<file path="config.mk">
export PLATFORM = sky130hd
export DESIGN_NAME = ssr_ctrl
export DESIGN_NICKNAME = d
export VERILOG_FILES = /design/src/rtl/ssr_pkg.sv /design/src/rtl/ssr_regs.sv /design/src/rtl/ssr_tick.sv /design/src/rtl/ssr_core.sv /design/src/rtl/ssr_ctrl.sv
export SDC_FILE = /design/constraint.sdc
export NUM_CORES = 1
export LEC_CHECK = 0
export ABC_CLOCK_PERIOD_IN_PS = 4700
export CAP_MARGIN = 40
export CORE_MARGIN = 2
export CORE_UTILIZATION = 40
export CTS_CLUSTER_DIAMETER = 100
export DETAILED_ROUTE_END_ITERATION = 8
export DONT_BUFFER_PORTS = 1
export PLACE_DENSITY = 0.56
export REMOVE_ABC_BUFFERS = 1
export SYNTH_ARGS = -nofsm -noshare
export SYNTH_HDL_FRONTEND = slang
export SYNTH_SLANG_ARGS = --single-unit
</file>
<file path="constraint.sdc">
create_clock -name clk -period 4.7 [get_ports clk]
set_clock_uncertainty 0.2 [all_clocks]
set_input_delay 0.705 -clock clk [delete_from_list [all_inputs] [get_ports clk]]
set_output_delay 0.705 -clock clk [all_outputs]
set_load 0.01 [all_outputs]
</file>
<file path="src/rtl/ssr_pkg.sv">
package ssr_pkg;

   typedef enum logic [2:0] {
      SM_OFF      = 3'd0,
      SM_IN_TMR   = 3'd1,
      SM_IN_SYS   = 3'd2,
      SM_IN_EXT   = 3'd3,
      SM_OUT_FREE = 3'd4,
      SM_OUT_TMR  = 3'd5,
      SM_OUT_SYS  = 3'd6,
      SM_OUT_EXT  = 3'd7
   } ssr_mode_e;

   typedef enum logic [1:0] {
      SRC_TMR = 2'd0,
      SRC_SYS = 2'd1,
      SRC_EXT = 2'd2
   } ssr_src_e;

   function automatic ssr_src_e mode_src(input ssr_mode_e m);
      case (m)
         SM_IN_TMR, SM_OUT_FREE, SM_OUT_TMR: mode_src = SRC_TMR;
         SM_IN_SYS, SM_OUT_SYS:              mode_src = SRC_SYS;
         default:                            mode_src = SRC_EXT;
      endcase
   endfunction

   // transfer stops once the count is spent
   function automatic logic mode_counted(input ssr_mode_e m);
      mode_counted = (m == SM_IN_TMR) || (m == SM_IN_SYS) ||
                     (m == SM_OUT_TMR) || (m == SM_OUT_SYS);
   endfunction

   // count only marks groups, shifting continues
   function automatic logic mode_marks(input ssr_mode_e m);
      mode_marks = (m == SM_IN_EXT) || (m == SM_OUT_EXT);
   endfunction

   function automatic logic mode_drives_clk(input ssr_mode_e m);
      mode_drives_clk = (m == SM_IN_TMR) || (m == SM_IN_SYS) ||
                        (m == SM_OUT_FREE) || (m == SM_OUT_TMR) ||
                        (m == SM_OUT_SYS);
   endfunction

   function automatic logic mode_is_out(input ssr_mode_e m);
      mode_is_out = m[2];
   endfunction

endpackage

</file>
<file path="src/rtl/ssr_regs.sv">
module ssr_regs
   import ssr_pkg::*;
#(
   parameter int ADDR_W    = 4,
   parameter int DATA_W    = 8,
   parameter int SR_OFFS   = 10,
   parameter int AUX_OFFS  = 11,
   parameter int FLAG_OFFS = 13,
   parameter int MODE_LSB  = 2,
   parameter int FLAG_BIT  = 2
) (
   input  logic              clk,
   input  logic              rst_n,
   input  logic [ADDR_W-1:0] addr,
   input  logic              wr_en,
   input  logic              rd_en,
   input  logic [2:0]        wmode,
   input  logic [DATA_W-1:0] sr_q,
   input  logic              flag_q,
   output logic [DATA_W-1:0] rdata,
   output ssr_mode_e         mode,
   output logic              sr_wr,
   output logic              sr_acc
);

   localparam logic [ADDR_W-1:0] SR_A   = ADDR_W'(SR_OFFS);
   localparam logic [ADDR_W-1:0] AUX_A  = ADDR_W'(AUX_OFFS);
   localparam logic [ADDR_W-1:0] FLAG_A = ADDR_W'(FLAG_OFFS);

   logic hit_sr, hit_aux, hit_flag;

   assign hit_sr   = (addr == SR_A);
   assign hit_aux  = (addr == AUX_A);
   assign hit_flag = (addr == FLAG_A);

   assign sr_wr  = wr_en && hit_sr;
   assign sr_acc = (wr_en || rd_en) && hit_sr;

   always_ff @(posedge clk) begin
      if (!rst_n)
         mode <= SM_OFF;
      else if (wr_en && hit_aux)
         mode <= ssr_mode_e'(wmode);
   end

   always_comb begin
      rdata = '0;
      if (hit_sr)
         rdata = sr_q;
      else if (hit_aux)
         rdata[MODE_LSB +: 3] = mode;
      else if (hit_flag)
         rdata[FLAG_BIT] = flag_q;
   end

endmodule

</file>
<file path="src/rtl/ssr_tick.sv">
module ssr_tick
   import ssr_pkg::*;
#(
   parameter int SYNC_STAGES = 0
) (
   input  logic     clk,
   input  logic     rst_n,
   input  ssr_src_e src,
   input  logic     tmr_tick,
   input  logic     cb1_in,
   output logic     tick
);

   logic cb1_s;
   logic cb1_prev;
   logic cb1_rise;

   generate
      if (SYNC_STAGES == 0) begin : g_direct
         assign cb1_s = cb1_in;
      end else begin : g_sync
         logic [SYNC_STAGES-1:0] chain;
         always_ff @(posedge clk) begin
            if (!rst_n)
               chain <= '1;
            else
               chain <= {chain[SYNC_STAGES-2 >= 0 ? SYNC_STAGES-2 : 0 : 0], cb1_in} & {SYNC_STAGES{1'b1}};
         end
         assign cb1_s = chain[SYNC_STAGES-1];
      end
   endgenerate

   // idle-high reset so a line held high after reset gives no edge
   always_ff @(posedge clk) begin
      if (!rst_n)
         cb1_prev <= 1'b1;
      else
         cb1_prev <= cb1_s;
   end

   assign cb1_rise = cb1_s && !cb1_prev;

   always_comb begin
      case (src)
         SRC_TMR: tick = tmr_tick;
         SRC_SYS: tick = 1'b1;
         default: tick = cb1_rise;
      endcase
   end

endmodule

</file>
<file path="src/rtl/ssr_core.sv">
module ssr_core
   import ssr_pkg::*;
#(
   parameter int DATA_W = 8,
   parameter int CNT_W  = $clog2(DATA_W + 1)
) (
   input  logic              clk,
   input  logic              rst_n,
   input  ssr_mode_e         mode,
   input  logic              tick,
   input  logic              sr_acc,
   input  logic              sr_wr,
   input  logic [DATA_W-1:0] wdata,
   input  logic              cb2_in,
   output logic [DATA_W-1:0] sr_q,
   output logic [CNT_W-1:0]  cnt_q,
   output logic              flag_q,
   output logic              cb2_q,
   output logic              pulse_q
);

   localparam logic [CNT_W-1:0] FULL = CNT_W'(DATA_W);
   localparam logic [CNT_W-1:0] LAST = CNT_W'(1);

   logic              counted, marks, uses_cnt, shift_en;
   logic              cnt_live;
   logic [DATA_W-1:0] sr_nxt;

   assign counted  = mode_counted(mode);
   assign marks    = mode_marks(mode);
   assign uses_cnt = counted || marks;
   assign cnt_live = (cnt_q != '0);

   assign shift_en = tick && !sr_acc && (!counted || cnt_live);

   generate
      if (DATA_W > 1) begin : g_wide
         assign sr_nxt = mode_is_out(mode) ? {sr_q[DATA_W-2:0], sr_q[DATA_W-1]}
                                           : {sr_q[DATA_W-2:0], cb2_in};
      end else begin : g_bit
         assign sr_nxt = mode_is_out(mode) ? sr_q : cb2_in;
      end
   endgenerate

   always_ff @(posedge clk) begin
      if (!rst_n) begin
         sr_q    <= '0;
         cnt_q   <= '0;
         flag_q  <= 1'b0;
         cb2_q   <= 1'b0;
         pulse_q <= 1'b0;
      end else begin
         pulse_q <= shift_en && mode_drives_clk(mode);

         if (sr_wr)
            sr_q <= wdata;
         else if (shift_en)
            sr_q <= sr_nxt;

         if (shift_en && mode_is_out(mode))
            cb2_q <= sr_q[DATA_W-1];

         if (sr_acc)
            cnt_q <= FULL;
         else if (shift_en && uses_cnt && cnt_live)
            cnt_q <= cnt_q - LAST;

         if (mode == SM_OFF)
            flag_q <= 1'b0;
         else if (sr_acc)
            flag_q <= 1'b0;
         else if (shift_en && uses_cnt && (cnt_q == LAST))
            flag_q <= 1'b1;
      end
   end

endmodule

</file>
<file path="src/rtl/ssr_ctrl.sv">
module ssr_ctrl
   import ssr_pkg::*;
#(
   parameter int ADDR_W      = 4,
   parameter int DATA_W      = 8,
   parameter int SR_OFFS     = 10,
   parameter int AUX_OFFS    = 11,
   parameter int FLAG_OFFS   = 13,
   parameter int MODE_LSB    = 2,
   parameter int FLAG_BIT    = 2,
   parameter int SYNC_STAGES = 0
) (
   input  logic              clk,
   input  logic              rst_n,
   input  logic [ADDR_W-1:0] reg_addr,
   input  logic              reg_wr,
   input  logic              reg_rd,
   input  logic [DATA_W-1:0] reg_wdata,
   output logic [DATA_W-1:0] reg_rdata,
   input  logic              tmr_tick,
   input  logic              cb1_in,
   output logic              cb1_out,
   output logic              cb1_oe,
   input  logic              cb2_in,
   output logic              cb2_out,
   output logic              cb2_oe,
   output logic              irq
);

   localparam int CNT_W = $clog2(DATA_W + 1);

   generate
      if (DATA_W < 2)
         begin : g_bad_width $error("ssr_ctrl: DATA_W must be at least 2"); end
      if (MODE_LSB + 3 > DATA_W)
         begin : g_bad_mode $error("ssr_ctrl: mode field outside register"); end
      if (FLAG_BIT >= DATA_W)
         begin : g_bad_flag $error("ssr_ctrl: flag bit outside register"); end
      if (SR_OFFS == AUX_OFFS || SR_OFFS == FLAG_OFFS || AUX_OFFS == FLAG_OFFS)
         begin : g_bad_map $error("ssr_ctrl: register offsets overlap"); end
      if (SR_OFFS >= (1 << ADDR_W) || AUX_OFFS >= (1 << ADDR_W) || FLAG_OFFS >= (1 << ADDR_W))
         begin : g_bad_addr $error("ssr_ctrl: offset beyond address range"); end
      if (SYNC_STAGES < 0)
         begin : g_bad_sync $error("ssr_ctrl: negative sync depth"); end
   endgenerate

   ssr_mode_e         mode;
   logic              sr_wr, sr_acc, tick;
   logic [DATA_W-1:0] sr_q;
   logic [CNT_W-1:0]  cnt_q;
   logic              flag_q, cb2_q, pulse_q;

   ssr_regs #(
      .ADDR_W(ADDR_W), .DATA_W(DATA_W), .SR_OFFS(SR_OFFS), .AUX_OFFS(AUX_OFFS),
      .FLAG_OFFS(FLAG_OFFS), .MODE_LSB(MODE_LSB), .FLAG_BIT(FLAG_BIT)
   ) u_regs (
      .clk(clk), .rst_n(rst_n), .addr(reg_addr), .wr_en(reg_wr), .rd_en(reg_rd),
      .wmode(reg_wdata[MODE_LSB +: 3]), .sr_q(sr_q), .flag_q(flag_q),
      .rdata(reg_rdata), .mode(mode), .sr_wr(sr_wr), .sr_acc(sr_acc)
   );

   ssr_tick #(.SYNC_STAGES(SYNC_STAGES)) u_tick (
      .clk(clk), .rst_n(rst_n), .src(mode_src(mode)), .tmr_tick(tmr_tick),
      .cb1_in(cb1_in), .tick(tick)
   );

   ssr_core #(.DATA_W(DATA_W), .CNT_W(CNT_W)) u_core (
      .clk(clk), .rst_n(rst_n), .mode(mode), .tick(tick), .sr_acc(sr_acc),
      .sr_wr(sr_wr), .wdata(reg_wdata), .cb2_in(cb2_in), .sr_q(sr_q),
      .cnt_q(cnt_q), .flag_q(flag_q), .cb2_q(cb2_q), .pulse_q(pulse_q)
   );

   assign cb1_oe  = mode_drives_clk(mode);
   assign cb1_out = !pulse_q;
   assign cb2_oe  = mode_is_out(mode);
   assign cb2_out = cb2_q;
   assign irq     = flag_q;

endmodule

</file>
==> flow_results.xml, run 1 <==
<?xml version="1.0" encoding="UTF-8"?>
<metrics>
  <group name="setup_path">
    <metric name="worstReg2RegStart" unit="">u_regs.mode[2]</metric>
    <metric name="worst-r2r-setup-slack" unit="ps">2330</metric>
    <metric name="cp.arrival" unit="ps">2400</metric>
    <metric name="start_kind" unit="">register</metric>
    <metric name="criticalPathCategory" unit="">register to register</metric>
    <metric name="worst_r2r_path_depth" unit="">6</metric>
    <metric name="critical_path.max_fanout" unit="">11</metric>
    <metric name="worst_r2r_endpoint" unit="">u_core.flag_q</metric>
    <metric name="endpoint_kind" unit="">register</metric>
    <metric name="worst-endpoint-required" unit="ps">4740</metric>
  </group>
  <group name="clock_tree">
    <metric name="clkLatencyLatePin" unit="ps">300</metric>
    <metric name="cts_tree" unit="">done</metric>
    <metric name="post_cts.repair.setup_buffers" unit="">0</metric>
    <metric name="ctsHtreeMaxLevel" unit="">1</metric>
    <metric name="root_buffer" unit="">sky130_fd_sc_hd__clkbuf_4</metric>
    <metric name="cts_resized" unit="">0</metric>
    <metric name="cts_buffer_depth" unit="">2</metric>
    <metric name="numClockSinks" unit="">19</metric>
    <metric name="number_of_hold_buffers_added_after_cts" unit="">0</metric>
    <metric name="number_of_buffers_inserted_during_clock_tree_synthesis" unit="">3</metric>
    <metric name="clk_slew_on_worst_s_h_paths" unit="ps">110</metric>
  </group>
  <group name="die">
    <metric name="core_region_area" unit="sq um">2500</metric>
    <metric name="fp.dieArea" unit="sq um">3090</metric>
    <metric name="height_of_the_chip" unit="um">55.6</metric>
    <metric name="pin_count" unit="">32</metric>
    <metric name="fp-row-count" unit="">18</metric>
    <metric name="floorplan.initialDensity" unit="">0.426</metric>
    <metric name="fp.dieW" unit="um">55.6</metric>
  </group>
  <group name="yosys">
    <metric name="seq_area_frac_synth" unit="">0.357</metric>
    <metric name="postSynthCellCount" unit="">130</metric>
    <metric name="yosys_warnings" unit="">0</metric>
    <metric name="post_synth_num_cell_types" unit="">41</metric>
    <metric name="synth_area_per_cell" unit="sq um">8.20</metric>
    <metric name="syn-cell-area" unit="sq um">1070</metric>
    <metric name="synth_seq_cells" unit="">19</metric>
    <metric name="synth_enable_flop_cells" unit="">0</metric>
    <metric name="synth_ff_type" unit="">sky130_fd_sc_hd__dfxtp_1</metric>
    <metric name="postSynth.asyncResetShare" unit="">0</metric>
  </group>
  <group name="sta">
    <metric name="final.period_utilization" unit="">0.504</metric>
    <metric name="timing.final.ws_setup" unit="ps">2330</metric>
    <metric name="max-slew-margin-rel" unit="">0.526</metric>
    <metric name="final_max_slew_viol_count" unit="">0</metric>
    <metric name="setup_viol_count_final" unit="">0</metric>
    <metric name="final-hold-violation-count" unit="">0</metric>
    <metric name="finalWorstPathRequiredPeriod" unit="ps">2370</metric>
    <metric name="slew_at_the_pin_closest_to_its_max_slew_limit" unit="ps">707</metric>
    <metric name="timing.fmax" unit="GHz">0.423</metric>
    <metric name="totalNegativeSetupSlack" unit="ps">0</metric>
    <metric name="grt_setup_unrepaired" unit="">no</metric>
  </group>
  <group name="pwr">
    <metric name="power.ir.vdd_worst" unit="V">0.000230</metric>
    <metric name="power.density_cell_area" unit="nW/um^2">248</metric>
    <metric name="p_leak" unit="uW">0.000357</metric>
  </group>
  <group name="finish">
    <metric name="design.final.nets" unit="">151</metric>
    <metric name="drive_above_1_share" unit="">0.0938</metric>
    <metric name="flow.area_growth_from_synthesis" unit="%">4.46</metric>
    <metric name="highest_count_cells_in_the_layout_ignoring_fill_and_taps" unit="">19 x sky130_fd_sc_hd__dfxtp_1, 11 x sky130_fd_sc_hd__nor2_1, 10 x sky130_fd_sc_hd__inv_1</metric>
    <metric name="most_common_cell_after_layout_fill_and_taps_aside" unit="">sky130_fd_sc_hd__dfxtp_1</metric>
    <metric name="n_fill_cell" unit="">258</metric>
    <metric name="antenna_cells_inserted" unit="">0</metric>
  </group>
  <group name="global_routing">
    <metric name="antenna_found_initial" unit="">0</metric>
    <metric name="grt.total_usage" unit="">0.168</metric>
    <metric name="grt_max_degree" unit="">14</metric>
    <metric name="first_global_vias" unit="">920</metric>
    <metric name="overflow" unit="">0</metric>
    <metric name="global_route_wire_length_before_repair" unit="um">4110</metric>
  </group>
  <group name="detailed_routing">
    <metric name="num_vias" unit="">952</metric>
    <metric name="top_layer_used" unit="">met4</metric>
    <metric name="post-route-drc-count" unit="">0</metric>
    <metric name="wl_per_cell" unit="um">15.8</metric>
    <metric name="drt-initial-drc-count" unit="">50</metric>
    <metric name="detail_route.wirelength.met1" unit="um">1120</metric>
    <metric name="drt-pass1-iter-count" unit="">4</metric>
    <metric name="drt.antenna.violating_nets" unit="">0</metric>
    <metric name="wl_met3" unit="um">228</metric>
    <metric name="met2_wirelength" unit="um">1110</metric>
    <metric name="post_drt_via_cell_ratio" unit="">6.03</metric>
    <metric name="final_routed_wirelength" unit="um">2500</metric>
  </group>
  <group name="placement">
    <metric name="place.gp.congestion" unit="">0.735</metric>
    <metric name="portBuffers" unit="">0</metric>
    <metric name="dp_hpwl" unit="um">1860</metric>
    <metric name="detailedPlace.worstSlack" unit="ps">2160</metric>
  </group>
  <group name="job">
    <metric name="cap_violations" unit="">0</metric>
  </group>
  <group name="run_status">
    <metric name="run_status" unit="">finished clean</metric>
  </group>
  <group name="hold_path">
    <metric name="hold-path-cell-count" unit="">1</metric>
    <metric name="hold_path.class" unit="">input pin to register</metric>
    <metric name="worst_hold_path.endpoint" unit="">u_tick.cb1_prev</metric>
    <metric name="worstHoldStart" unit="">rst_n</metric>
  </group>
</metrics>
[synthesized netlist by cell type (3+ instances only)]
| cell type | number | share of area |
|---|---|---|
| sky130_fd_sc_hd__o21ai_0 | 5 | 0.023 |
| sky130_fd_sc_hd__ha_1 | 3 | 0.035 |
| sky130_fd_sc_hd__a21oi_1 | 5 | 0.023 |
| sky130_fd_sc_hd__nand2b_1 | 4 | 0.023 |
| sky130_fd_sc_hd__nor3_1 | 5 | 0.023 |
| sky130_fd_sc_hd__nand3_1 | 5 | 0.023 |
| sky130_fd_sc_hd__nor2_1 | 11 | 0.039 |
| sky130_fd_sc_hd__or3_1 | 3 | 0.018 |
| sky130_fd_sc_hd__and2_1 | 3 | 0.018 |
| sky130_fd_sc_hd__clkbuf_1 | 4 | 0.014 |
| sky130_fd_sc_hd__a31oi_1 | 5 | 0.029 |
| sky130_fd_sc_hd__nand3b_1 | 3 | 0.021 |
| sky130_fd_sc_hd__nand2_1 | 8 | 0.028 |
| sky130_fd_sc_hd__dfxtp_1 | 19 | 0.36 |
| sky130_fd_sc_hd__mux2i_1 | 6 | 0.056 |
| sky130_fd_sc_hd__inv_1 | 10 | 0.035 |
[flip-flops by register name (all words and copies together) (netlist names)]
| signal | count |
|---|---|
| u_tick.cb1_prev | 1 |
| u_core.cnt_q | 4 |
| u_core.sr_q | 8 |
| u_core.pulse_q | 1 |
| u_regs.mode | 3 |
| u_core.cb2_q | 1 |
| u_core.flag_q | 1 |
[final cells by class]
class,instances,area [sq um],area share
multi-input cells,93,612,0.549
repair buffers,2,18.8,0.0169
flip-flops and latches,19,380,0.342
clock inverters,1,5.00,0.00449
clock buffers,3,22.5,0.0202
well taps,30,37.5,0.0337
inverters,10,37.5,0.0337
[stage by stage]
stage / std cells / utilization / total power, uW / instance area, sq um / hold WS, ps
after CTS: 158 / 0.445 / 278 / 1110 / 261
after floorplan: 122 / - / 187 / 1020 / 246
after global placement: 153 / 0.430 / 192 / 1070 / 258
after global routing: 158 / 0.445 / 287 / 1110 / 264
final: 158 / 0.445 / 276 / 1110 / 266
after detailed placement: 154 / 0.434 / 193 / 1090 / 270
[critical path: stages, from the launching register on]
cell                       delay, ps
sky130_fd_sc_hd__dfxtp_1         450
sky130_fd_sc_hd__or3b_1          440
sky130_fd_sc_hd__a211oi_2        310
sky130_fd_sc_hd__o31ai_2         200
sky130_fd_sc_hd__buf_6           190
sky130_fd_sc_hd__or3_1           340
sky130_fd_sc_hd__a21oi_1         160
[how the worst max path moves through the flow]
stage                        start        endpoint  slack [ps]  cells after the start
floorplan                   cb1_in  u_core.sr_q[3]        1900                      5
global placement            cb1_in  u_core.sr_q[4]        2060                      5
detailed placement          cb1_in   u_core.flag_q        2160                      6
CTS                 u_regs.mode[2]   u_core.flag_q        2310                      6
global route        u_regs.mode[2]   u_core.flag_q        2190                      6
finish              u_regs.mode[2]   u_core.flag_q        2330                      6
[per-layer routing]
metal,vias to the layer above,global-route usage
met5,-,0
met4,0,0.0662
met3,4,0.0628
met2,48,0.253
met1,438,0.216
li1,462,-
[power breakdown]
part	switching [uW]	internal, uW	leakage (uW)
combinational	11.8	9.75	0.000186
clock	54.5	31.8	0.0000177
sequential	2.85	165	0.000154
[cells by family (layout without fill, tap and decap cells)]
kind of cell	Yosys count	in the layout	share of synthesized area
compound gates	30	30	0.194
xor+xnor	1	1	0.00822
fa+ha+maj	3	3	0.0352
buf+inv	18	16	0.0739
flops	19	19	0.357
mux	7	7	0.0669
simple gates	52	52	0.265
No activity file was read; power rests on OpenSTA's default activity.
==> run 2, diff against run 1 <==
--- a/config.mk
+++ b/config.mk
@@ -5,7 +5,7 @@
 export SDC_FILE = /design/constraint.sdc
 export NUM_CORES = 1
 export LEC_CHECK = 0
-export ABC_CLOCK_PERIOD_IN_PS = 4700
+export ABC_CLOCK_PERIOD_IN_PS = 2200
 export CAP_MARGIN = 40
 export CORE_MARGIN = 2
 export CORE_UTILIZATION = 40
==> constraint.sdc (replaced) <==
create_clock -name clk -period 2.2 [get_ports clk]
set_clock_uncertainty 0.2 [all_clocks]
set_input_delay 0.33 -clock clk [delete_from_list [all_inputs] [get_ports clk]]
set_output_delay 0.33 -clock clk [all_outputs]
set_load 0.01 [all_outputs]
==> flow_results.xml, run 2 (same netlist as run 1, synthesis figures left out) <==
<?xml version="1.0" encoding="UTF-8"?>
<metrics>
  <group name="run_status">
    <metric name="run_status" unit="">finished clean</metric>
  </group>
  <group name="global_routing">
    <metric name="grt.total_usage" unit="">0.185</metric>
    <metric name="global_route_wire_length_before_repair" unit="um">4550</metric>
    <metric name="grt_util_met2" unit="">0.298</metric>
    <metric name="grt.busiest_layer" unit="">met2</metric>
    <metric name="first_global_vias" unit="">1027</metric>
    <metric name="met1_usage" unit="">0.234</metric>
    <metric name="antenna_found_initial" unit="">0</metric>
    <metric name="grt_max_degree" unit="">15</metric>
    <metric name="overflow" unit="">0</metric>
    <metric name="globalRouteMet3Util" unit="">0.0674</metric>
  </group>
  <group name="die">
    <metric name="floorplan.initialDensity" unit="">0.426</metric>
    <metric name="core_region_area" unit="sq um">2500</metric>
    <metric name="fp-row-count" unit="">18</metric>
    <metric name="fp.dieW" unit="um">55.6</metric>
    <metric name="pin_count" unit="">32</metric>
    <metric name="fp.dieArea" unit="sq um">3090</metric>
    <metric name="height_of_the_chip" unit="um">55.6</metric>
  </group>
  <group name="pwr">
    <metric name="power.density_cell_area" unit="nW/um^2">464</metric>
    <metric name="share_clk_of_total_power" unit="">0.292</metric>
    <metric name="pwr-share-comb" unit="">0.114</metric>
    <metric name="internal_power" unit="uW">459</metric>
    <metric name="sw_frac_of_total" unit="">0.238</metric>
    <metric name="power.ir.vdd_worst" unit="V">0.000426</metric>
    <metric name="p_leak" unit="uW">0.000445</metric>
    <metric name="pwr-share-seq" unit="">0.595</metric>
    <metric name="p_switching" unit="uW">144</metric>
  </group>
  <group name="sta">
    <metric name="final_max_slew_viol_count" unit="">0</metric>
    <metric name="timing.fmax" unit="GHz">0.488</metric>
    <metric name="max-slew-margin-rel" unit="">0.637</metric>
    <metric name="finalWorstPathRequiredPeriod" unit="ps">2050</metric>
    <metric name="final.period_utilization" unit="">0.931</metric>
    <metric name="slew_at_the_pin_closest_to_its_max_slew_limit" unit="ps">545</metric>
    <metric name="totalNegativeSetupSlack" unit="ps">0</metric>
    <metric name="grt_setup_unrepaired" unit="">no</metric>
    <metric name="timing.final.ws_setup" unit="ps">152</metric>
    <metric name="setup_viol_count_final" unit="">0</metric>
    <metric name="final-hold-violation-count" unit="">0</metric>
  </group>
  <group name="finish">
    <metric name="antenna_cells_inserted" unit="">0</metric>
    <metric name="largest_register_ffs" unit="">8</metric>
    <metric name="drive_above_1_share" unit="">0.149</metric>
    <metric name="regMostFlops" unit="">u_core.sr_q</metric>
    <metric name="design.final.nets" unit="">171</metric>
    <metric name="n_fill_cell" unit="">248</metric>
    <metric name="flow.area_growth_from_synthesis" unit="%">21.7</metric>
    <metric name="most_common_cell_after_layout_fill_and_taps_aside" unit="">sky130_fd_sc_hd__dfxtp_1</metric>
    <metric name="sequential_cell_area" unit="sq um">380</metric>
    <metric name="layout_top_registers" unit="">u_core.sr_q x8, u_core.cnt_q x4, u_regs.mode x3</metric>
    <metric name="fin_util" unit="">0.519</metric>
    <metric name="multiInputGateArea" unit="sq um">628</metric>
    <metric name="highest_count_cells_in_the_layout_ignoring_fill_and_taps" unit="">19 x sky130_fd_sc_hd__dfxtp_1, 13 x sky130_fd_sc_hd__buf_4, 11 x sky130_fd_sc_hd__nor2_1</metric>
    <metric name="design_area" unit="sq um">1300</metric>
  </group>
  <group name="clock_tree">
    <metric name="cts_buffer_depth" unit="">2</metric>
    <metric name="post_cts.repair.setup_buffers" unit="">0</metric>
    <metric name="root_buffer" unit="">sky130_fd_sc_hd__clkbuf_4</metric>
    <metric name="numClockSinks" unit="">19</metric>
    <metric name="clk_slew_on_worst_s_h_paths" unit="ps">110</metric>
    <metric name="number_of_buffers_inserted_during_clock_tree_synthesis" unit="">3</metric>
    <metric name="clkLatencyLatePin" unit="ps">290</metric>
    <metric name="cts_tree" unit="">done</metric>
    <metric name="ctsHtreeMaxLevel" unit="">1</metric>
  </group>
  <group name="hold_path">
    <metric name="hold_path.class" unit="">input pin to register</metric>
  </group>
  <group name="setup_path">
    <metric name="criticalPathCategory" unit="">register to register</metric>
    <metric name="start_kind" unit="">register</metric>
    <metric name="critical_path.max_fanout" unit="">14</metric>
    <metric name="endpoint_kind" unit="">register</metric>
    <metric name="worst-endpoint-required" unit="ps">2230</metric>
    <metric name="cp.arrival" unit="ps">2080</metric>
  </group>
  <group name="placement">
    <metric name="detailedPlace.worstSlack" unit="ps">18.4</metric>
    <metric name="placement.cell_area" unit="sq um">1160</metric>
    <metric name="dp_hpwl" unit="um">2000</metric>
    <metric name="place.gp.congestion" unit="">0.745</metric>
    <metric name="portBuffers" unit="">0</metric>
  </group>
  <group name="detailed_routing">
    <metric name="final_routed_wirelength" unit="um">2770</metric>
    <metric name="drt-initial-drc-count" unit="">22</metric>
    <metric name="post_drt_via_cell_ratio" unit="">5.70</metric>
    <metric name="post-route-drc-count" unit="">0</metric>
    <metric name="drt-pass1-iter-count" unit="">4</metric>
    <metric name="drt.antenna.violating_nets" unit="">0</metric>
    <metric name="wl_per_cell" unit="um">15.6</metric>
    <metric name="num_vias" unit="">1015</metric>
  </group>
  <group name="job">
    <metric name="cap_violations" unit="">0</metric>
  </group>
</metrics>
run 2: changes by cell type in the layout (fill, tap and decap cells not counted):
cell / delta
sky130_fd_sc_hd__buf_4: +12
sky130_fd_sc_hd__dlygate4sd3_1: +9
sky130_fd_sc_hd__a211oi_2: -1
sky130_fd_sc_hd__a211oi_4: +1
sky130_fd_sc_hd__buf_6: -1
sky130_fd_sc_hd__clkbuf_1: +1
sky130_fd_sc_hd__clkinv_2: -1
sky130_fd_sc_hd__o31ai_2: -1
sky130_fd_sc_hd__o31ai_4: +1
run 2: layout make-up:
cell class | count | share of cell area
clock buffer | 4 | 0.0203
inverter | 10 | 0.0289
multi-input combinational | 93 | 0.484
sequential | 19 | 0.293
tap | 30 | 0.0289
timing repair buffer | 22 | 0.145
run 2: metal layers:
layer	up-vias	routed length (um)
met4	0	44
met1	475	1300
met5	-	0
li1	501	-
met2	33	1230
met3	6	193
run 2: critical path, stage by stage (launching register included):
cell,delay (ps)
sky130_fd_sc_hd__dfxtp_1,340
sky130_fd_sc_hd__or3b_1,410
sky130_fd_sc_hd__a211oi_4,330
sky130_fd_sc_hd__o31ai_4,180
sky130_fd_sc_hd__or3_1,380
sky130_fd_sc_hd__a21oi_1,150
run 2: metrics by stage:
step / power (uW) / hold WS, ps / instances
2_1_floorplan: 400 / 203 / 122
3_3_place_gp: 416 / 210 / 165
3_5_place_dp: 417 / 207 / 165
4_1_cts: 611 / 5.66 / 178
5_1_grt: 634 / 8.74 / 178
6_report: 603 / 13.6 / 178
run 2: final timing paths:
check	from	end	slack, ps	depth (start not counted)
worst min-delay path	reg_wr	u_core.sr_q[0]	10	2
worst max-delay path	u_regs.mode[2]	u_core.flag_q	150	5
worst max register to register	u_regs.mode[2]	u_core.flag_q	150	5
worst min register to register	u_core.sr_q[4]	u_core.sr_q[4]	300	2
run 2: timing repair:
action                                  in CTS  in global routing
resized for setup                            1                  1
hold buffers                                 9                  0
endpoints found under the setup margin       1                  1
endpoints found under the hold margin       13                  0
run 2: power by group through the flow:
stage / logic, uW / registers (uW) / clock network, uW
after detailed placement: 50.7 / 366 / 0
after CTS: 66.8 / 358 / 186
after floorplan: 35.4 / 365 / 0
final: 68.4 / 358 / 176
after global routing: 75.1 / 359 / 199
after global placement: 49.8 / 366 / 0
